## config.mk

```make
export PLATFORM = sky130hd
export DESIGN_NAME = ovp_charge_ctrl
export DESIGN_NICKNAME = d
export VERILOG_FILES = /design/src/rtl/ovp_pkg.sv /design/src/rtl/ovp_tick_timer.sv /design/src/rtl/ovp_release_sel.sv /design/src/rtl/ovp_charge_ctrl.sv
export SDC_FILE = /design/constraint.sdc
export NUM_CORES = 1
export LEC_CHECK = 0
export ABC_AREA = 1
export ABC_CLOCK_PERIOD_IN_PS = 2200
export BUFFER_PORTS_ARGS = -buffer_cell sky130_fd_sc_hd__buf_2
export CAP_MARGIN = 20
export CORE_ASPECT_RATIO = 0.9
export CORE_MARGIN = 2
export CORE_UTILIZATION = 28
export DETAILED_ROUTE_END_ITERATION = 8
export GPL_ROUTABILITY_DRIVEN = 0
export PLACE_DENSITY_LB_ADDON = 0.05
export SYNTH_ARGS = -nofsm -noshare
export SYNTH_HDL_FRONTEND = slang
export SYNTH_SLANG_ARGS = --single-unit
```

## constraint.sdc

```tcl
create_clock -name clk -period 2.2 [get_ports clk]
set_clock_uncertainty 0.15 [all_clocks]
set_input_delay 0.33 -clock clk [delete_from_list [all_inputs] [get_ports clk]]
set_output_delay 0.33 -clock clk [all_outputs]
set_load 0.01 [all_outputs]
```

## src/rtl/ovp_pkg.sv

```systemverilog
package ovp_pkg;

    typedef enum logic [1:0] {
        ST_IDLE     = 2'd0,
        ST_DET_WAIT = 2'd1,
        ST_TRIPPED  = 2'd2,
        ST_REL_WAIT = 2'd3
    } ovp_state_t;

    // Tick limit for one delay, shortened in test mode with a floor of one.
    function automatic int unsigned delay_limit(int unsigned ticks,
                                                int unsigned shift,
                                                logic        shorten);
        int unsigned s;
        s = ticks >> shift;
        if (!shorten)   return ticks;
        if (s == 0)     return 1;
        return s;
    endfunction

endpackage

```

## src/rtl/ovp_tick_timer.sv

```systemverilog
module ovp_tick_timer #(
    parameter int CW = 10
) (
    input  logic          clk,
    input  logic          rst_n,
    input  logic          run,
    input  logic          tick,
    input  logic [CW-1:0] limit,
    output logic          done
);
    logic [CW-1:0] cnt;

    assign done = run && tick && (cnt == limit - CW'(1));

    always_ff @(posedge clk or negedge rst_n) begin
        if (!rst_n)          cnt <= '0;
        else if (!run || done) cnt <= '0;
        else if (tick)       cnt <= cnt + CW'(1);
    end
endmodule

```

## src/rtl/ovp_release_sel.sv

```systemverilog
module ovp_release_sel #(
    parameter int NCELL = 2
) (
    input  logic [NCELL-1:0] rel_lo,
    input  logic [NCELL-1:0] rel_hi,
    input  logic             load_present,
    output logic             rel_ok
);
    logic [NCELL-1:0] cell_ok;

    // Each cell picks the threshold that matches the attached equipment.
    for (genvar i = 0; i < NCELL; i++) begin : g_cell
        assign cell_ok[i] = load_present ? rel_hi[i] : rel_lo[i];
    end

    assign rel_ok = &cell_ok;
endmodule

```

## src/rtl/ovp_charge_ctrl.sv

```systemverilog
module ovp_charge_ctrl
    import ovp_pkg::*;
#(
    parameter int NCELL      = 2,
    parameter int DET_TICKS  = 1000,
    parameter int REL_TICKS  = 40,
    parameter int TEST_SHIFT = 6
) (
    input  logic             clk,
    input  logic             rst_n,
    input  logic             tick,
    input  logic [NCELL-1:0] ovc_det,
    input  logic [NCELL-1:0] rel_lo,
    input  logic [NCELL-1:0] rel_hi,
    input  logic             load_present,
    input  logic             zv_chg_en,
    input  logic             test_mode,
    output logic             chg_en,
    output logic             ovc_active
);
    localparam int MAXT = (DET_TICKS > REL_TICKS) ? DET_TICKS : REL_TICKS;
    localparam int CW   = $clog2(MAXT + 1);

    ovp_state_t    state, state_nx;
    logic          any_ovc, rel_ok, t_run, t_done;
    logic [CW-1:0] det_lim, rel_lim, t_lim;

    assign any_ovc = |ovc_det;
    assign det_lim = CW'(delay_limit(DET_TICKS, TEST_SHIFT, test_mode));
    assign rel_lim = CW'(delay_limit(REL_TICKS, TEST_SHIFT, test_mode));

    ovp_release_sel #(.NCELL(NCELL)) u_rel (
        .rel_lo       (rel_lo),
        .rel_hi       (rel_hi),
        .load_present (load_present),
        .rel_ok       (rel_ok)
    );

    // One shared timer: only one delay can run at a time.
    always_comb begin
        t_run = 1'b0;
        t_lim = det_lim;
        unique case (state)
            ST_DET_WAIT: begin t_run = any_ovc; t_lim = det_lim; end
            ST_REL_WAIT: begin t_run = rel_ok;  t_lim = rel_lim; end
            default:     begin t_run = 1'b0;    t_lim = det_lim; end
        endcase
    end

    ovp_tick_timer #(.CW(CW)) u_tmr (
        .clk   (clk),
        .rst_n (rst_n),
        .run   (t_run),
        .tick  (tick),
        .limit (t_lim),
        .done  (t_done)
    );

    always_comb begin
        state_nx = state;
        unique case (state)
            ST_IDLE:     if (any_ovc) state_nx = ST_DET_WAIT;
            ST_DET_WAIT: if (!any_ovc)     state_nx = ST_IDLE;
                         else if (t_done)  state_nx = ST_TRIPPED;
            ST_TRIPPED:  if (rel_ok)  state_nx = ST_REL_WAIT;
            ST_REL_WAIT: if (!rel_ok)      state_nx = ST_TRIPPED;
                         else if (t_done)  state_nx = ST_IDLE;
        endcase
    end

    always_ff @(posedge clk or negedge rst_n) begin
        if (!rst_n) state <= ST_IDLE;
        else        state <= state_nx;
    end

    always_comb begin
        unique case (state)
            ST_TRIPPED, ST_REL_WAIT: ovc_active = 1'b1;
            default:                 ovc_active = 1'b0;
        endcase
        chg_en = zv_chg_en || !ovc_active;
    end
endmodule

```

==> flow_summary.toml <==
[timing]
hold_ws_ns = 0.1970
max_slew_margin_pct = 78.91
max_freq_mhz = 600.1
final.setup.tns_ns = 0
setup_slack_ns = 0.5336
rsz0062_at_grt = "false"
slew_violations = 0
finalCritPeriodShare_pct = 75.75
hold_viol_final = 0
worst_pin_slew_ns = 0.3163
finalSetupViolCount = 0
fin_crit_ns = 1.666

[placement]
place_area_um2 = 919.6
portBuffers = 13
pre_cts_ws_ns = 0.6539
dpl.hpwl_mm = 1.396

[detailed_routing]
drt_pre_antenna_iters = 4
ant_nets = 0
drcViolationCount = 0
viasPerCell = 4.299
vias = 705
wl_per_cell_um = 10.92
routed_wl_mm = 1.791
drt_iter0_drc = 23
wl_met2_um = 744
met1_length_um = 916
wl_met3_um = 117
top_layer_used = "met4"

[synthesis]
synth.largest_area_cell = "dfrtp_1"
syn_nets = 120
synthCells = 107
ys_ff_latch = 12
yosysWarnings = 0
synth.cell_area_um2 = 808.3
synth_top_area_share_pct = 37.15
syn_avg_cell_area_um2 = 7.554
ys_top_cells_by_area = "dfrtp_1 37%, nand2_1 11%, nor2_1 9.3%"
seq_area_frac_synth_pct = 37.15
synth_cell_type_count = 23

[cts]
clk_pin_slew_ns = 0.09
clock_path_buffers = 2
htreeDepth = 1
numCtsBuffers = 3
cts_sinks = 12
post_cts_resized = 0
clk_latency_ns = 0.28
cts_setup_buffers = 0
cts-root-buf = "clkbuf_4"
cts_tree = "done"

[layout]
n_fill_cell = 310
area_growth_syn_to_layout_pct = 19.50
seq_area_um2 = 300.3
utilization_pct = 35.15
antenna_cells = 0
multi_input_area_um2 = 459.2
final_cell_area_um2 = 965.9
drive_above_1_share_pct = 25.81
fin_nets = 138

[pwr]
vdd_drop_max_mv = 0.2434
leakage_nw = 0.4251
internal_power_w = 0.0003515
switching_share_pct = 28.07
p_comb_share_pct = 14.8
p_clk_share_pct = 38.6
powerDensity_nw_per_um2 = 505.9
pwr-share-seq_pct = 46.6
p_switching_w = 0.0001372

[global_routing]
grt_pass1_vias = 630
grt_pass1_wl_mm = 2.870
grt_max_degree = 13
grt_use_total_pct = 12.33
grt-ovfl-total = 0
antenna_found_initial = 0

[floorplan]
die_w_um = 60.64
io_pins = 14
start_util_pct = 29.42
placementRows = 18
die-height_um = 54.97
coreArea_um2 = 2748
die-area_um2 = 3333

[outcome]
status = "finished, final reports clean"

[setup_path]
cp_max_fo = 4
start_kind = "flip-flop"
crit_type = "flip-flop to output port"
required_ns = 1.72
cp.arrival_ns = 1.19
crit_path_end_kind = "output port"

[run]
max-cap-violations = 0

[min_path]
hold_class = "input pin to flip-flop"
[metal layers]
metal | track usage [%] | vias up
met2 | 19.53 | 17
met1 | 15.43 | 312
met5 | 0 | -
li1 | - | 374
met3 | 5.349 | 2
met4 | 3.261 | 0
[per-stage QoR]
| stage | power (W) | instances |
|---|---|---|
| floorplan | 0.0002773 | 107 |
| global placement | 0.0003057 | 159 |
| detailed placement | 0.0003048 | 159 |
| CTS | 0.0004973 | 164 |
| global route | 0.0005153 | 164 |
| finish | 0.0004886 | 164 |
[cells by family after synthesis]
logic type                 synth area share, %
and+or+nand+nor                          41.95
buffers and inverters                    6.036
DFF                                      37.15
AOI/OAI and AO/OA                        6.811
xor gates and xnor gates                 6.501
adders and majority gates                1.548
[worst paths after layout]
| path | startpoint | endpoint | slack [ns] | depth (start not counted) |
|---|---|---|---|---|
| setup / recovery | state[1] | chg_en | 0.53 | 3 |
| hold / removal | tick | u_tmr.cnt[1] | 0.20 | 3 |
| setup reg to reg | u_tmr.cnt[0] | u_tmr.cnt[8] | 0.62 | 7 |
| hold reg to reg | u_tmr.cnt[9] | u_tmr.cnt[9] | 0.43 | 2 |
| max in group asynchronous | rst_n | u_tmr.cnt[2] | 1.35 | 2 |
| min in group asynchronous | rst_n | u_tmr.cnt[9] | 0.31 | 2 |
[cells in the mapped netlist (all sizes together)]
master,instances
a21oi,5
clkbuf,1
dfrtp,12
ha,1
inv,12
nand2,28
nand3,6
nand3b,1
nand4,4
nor2,21
nor3,5
nor3b,1
o21ai,3
or2,1
xor2,6
[final cells by class]
| type | instances | share of cell area, % |
|---|---|---|
| well taps | 40 | 5.181 |
| inverters | 12 | 4.663 |
| flip-flops and latches | 12 | 31.09 |
| multi-input cells | 82 | 47.54 |
| repair buffers | 14 | 7.772 |
| clock buffers | 4 | 3.756 |
[cell usage in the layout, fill, tap and decap left out, drive strengths merged]
| cell type | netlist | layout |
|---|---|---|
| clkbuf | 1 | 4 |
| dfrtp | 12 | 12 |
| buf | 0 | 13 |
| nand4 | 4 | 4 |
| nor3 | 5 | 5 |
| nand3 | 6 | 6 |
| nand2 | 28 | 28 |
| ha | 1 | 1 |
| o21ai | 3 | 3 |
| nor2 | 21 | 21 |
| inv | 12 | 12 |
| a21oi | 5 | 5 |
| nand3b | 1 | 1 |
| dlygate4sd3 | 0 | 1 |
| nor3b | 1 | 1 |
| or2 | 1 | 1 |
| xor2 | 6 | 6 |
[power groups by stage]
stage | Sequential [W] | Clock (W) | Combinational (W)
floorplan | 0.000231 | 0 | 0.0000461
global placement | 0.000232 | 0 | 0.0000736
detailed placement | 0.000232 | 0 | 0.0000727
CTS | 0.000228 | 0.000195 | 0.0000743
global route | 0.000228 | 0.000207 | 0.0000805
finish | 0.000228 | 0.000189 | 0.0000724
[state kept, by name, indices dropped and copies added, names as in the netlist]
signal	count
state	2
u_tmr.cnt	10
[worst max-delay path, cell delays in order, from the launching register on]
cell,delay [ns]
dfrtp_1,0.43
inv_2,0.06
or2_2,0.26
buf_2,0.14
[timing repair]
action / 4_1_cts / 5_1_grt
hold buffers: 1 / 0
endpoints found under the hold margin: 12 / 0
setup endpoints to repair: 0 / 0
Power figures use the tool's default switching activity.
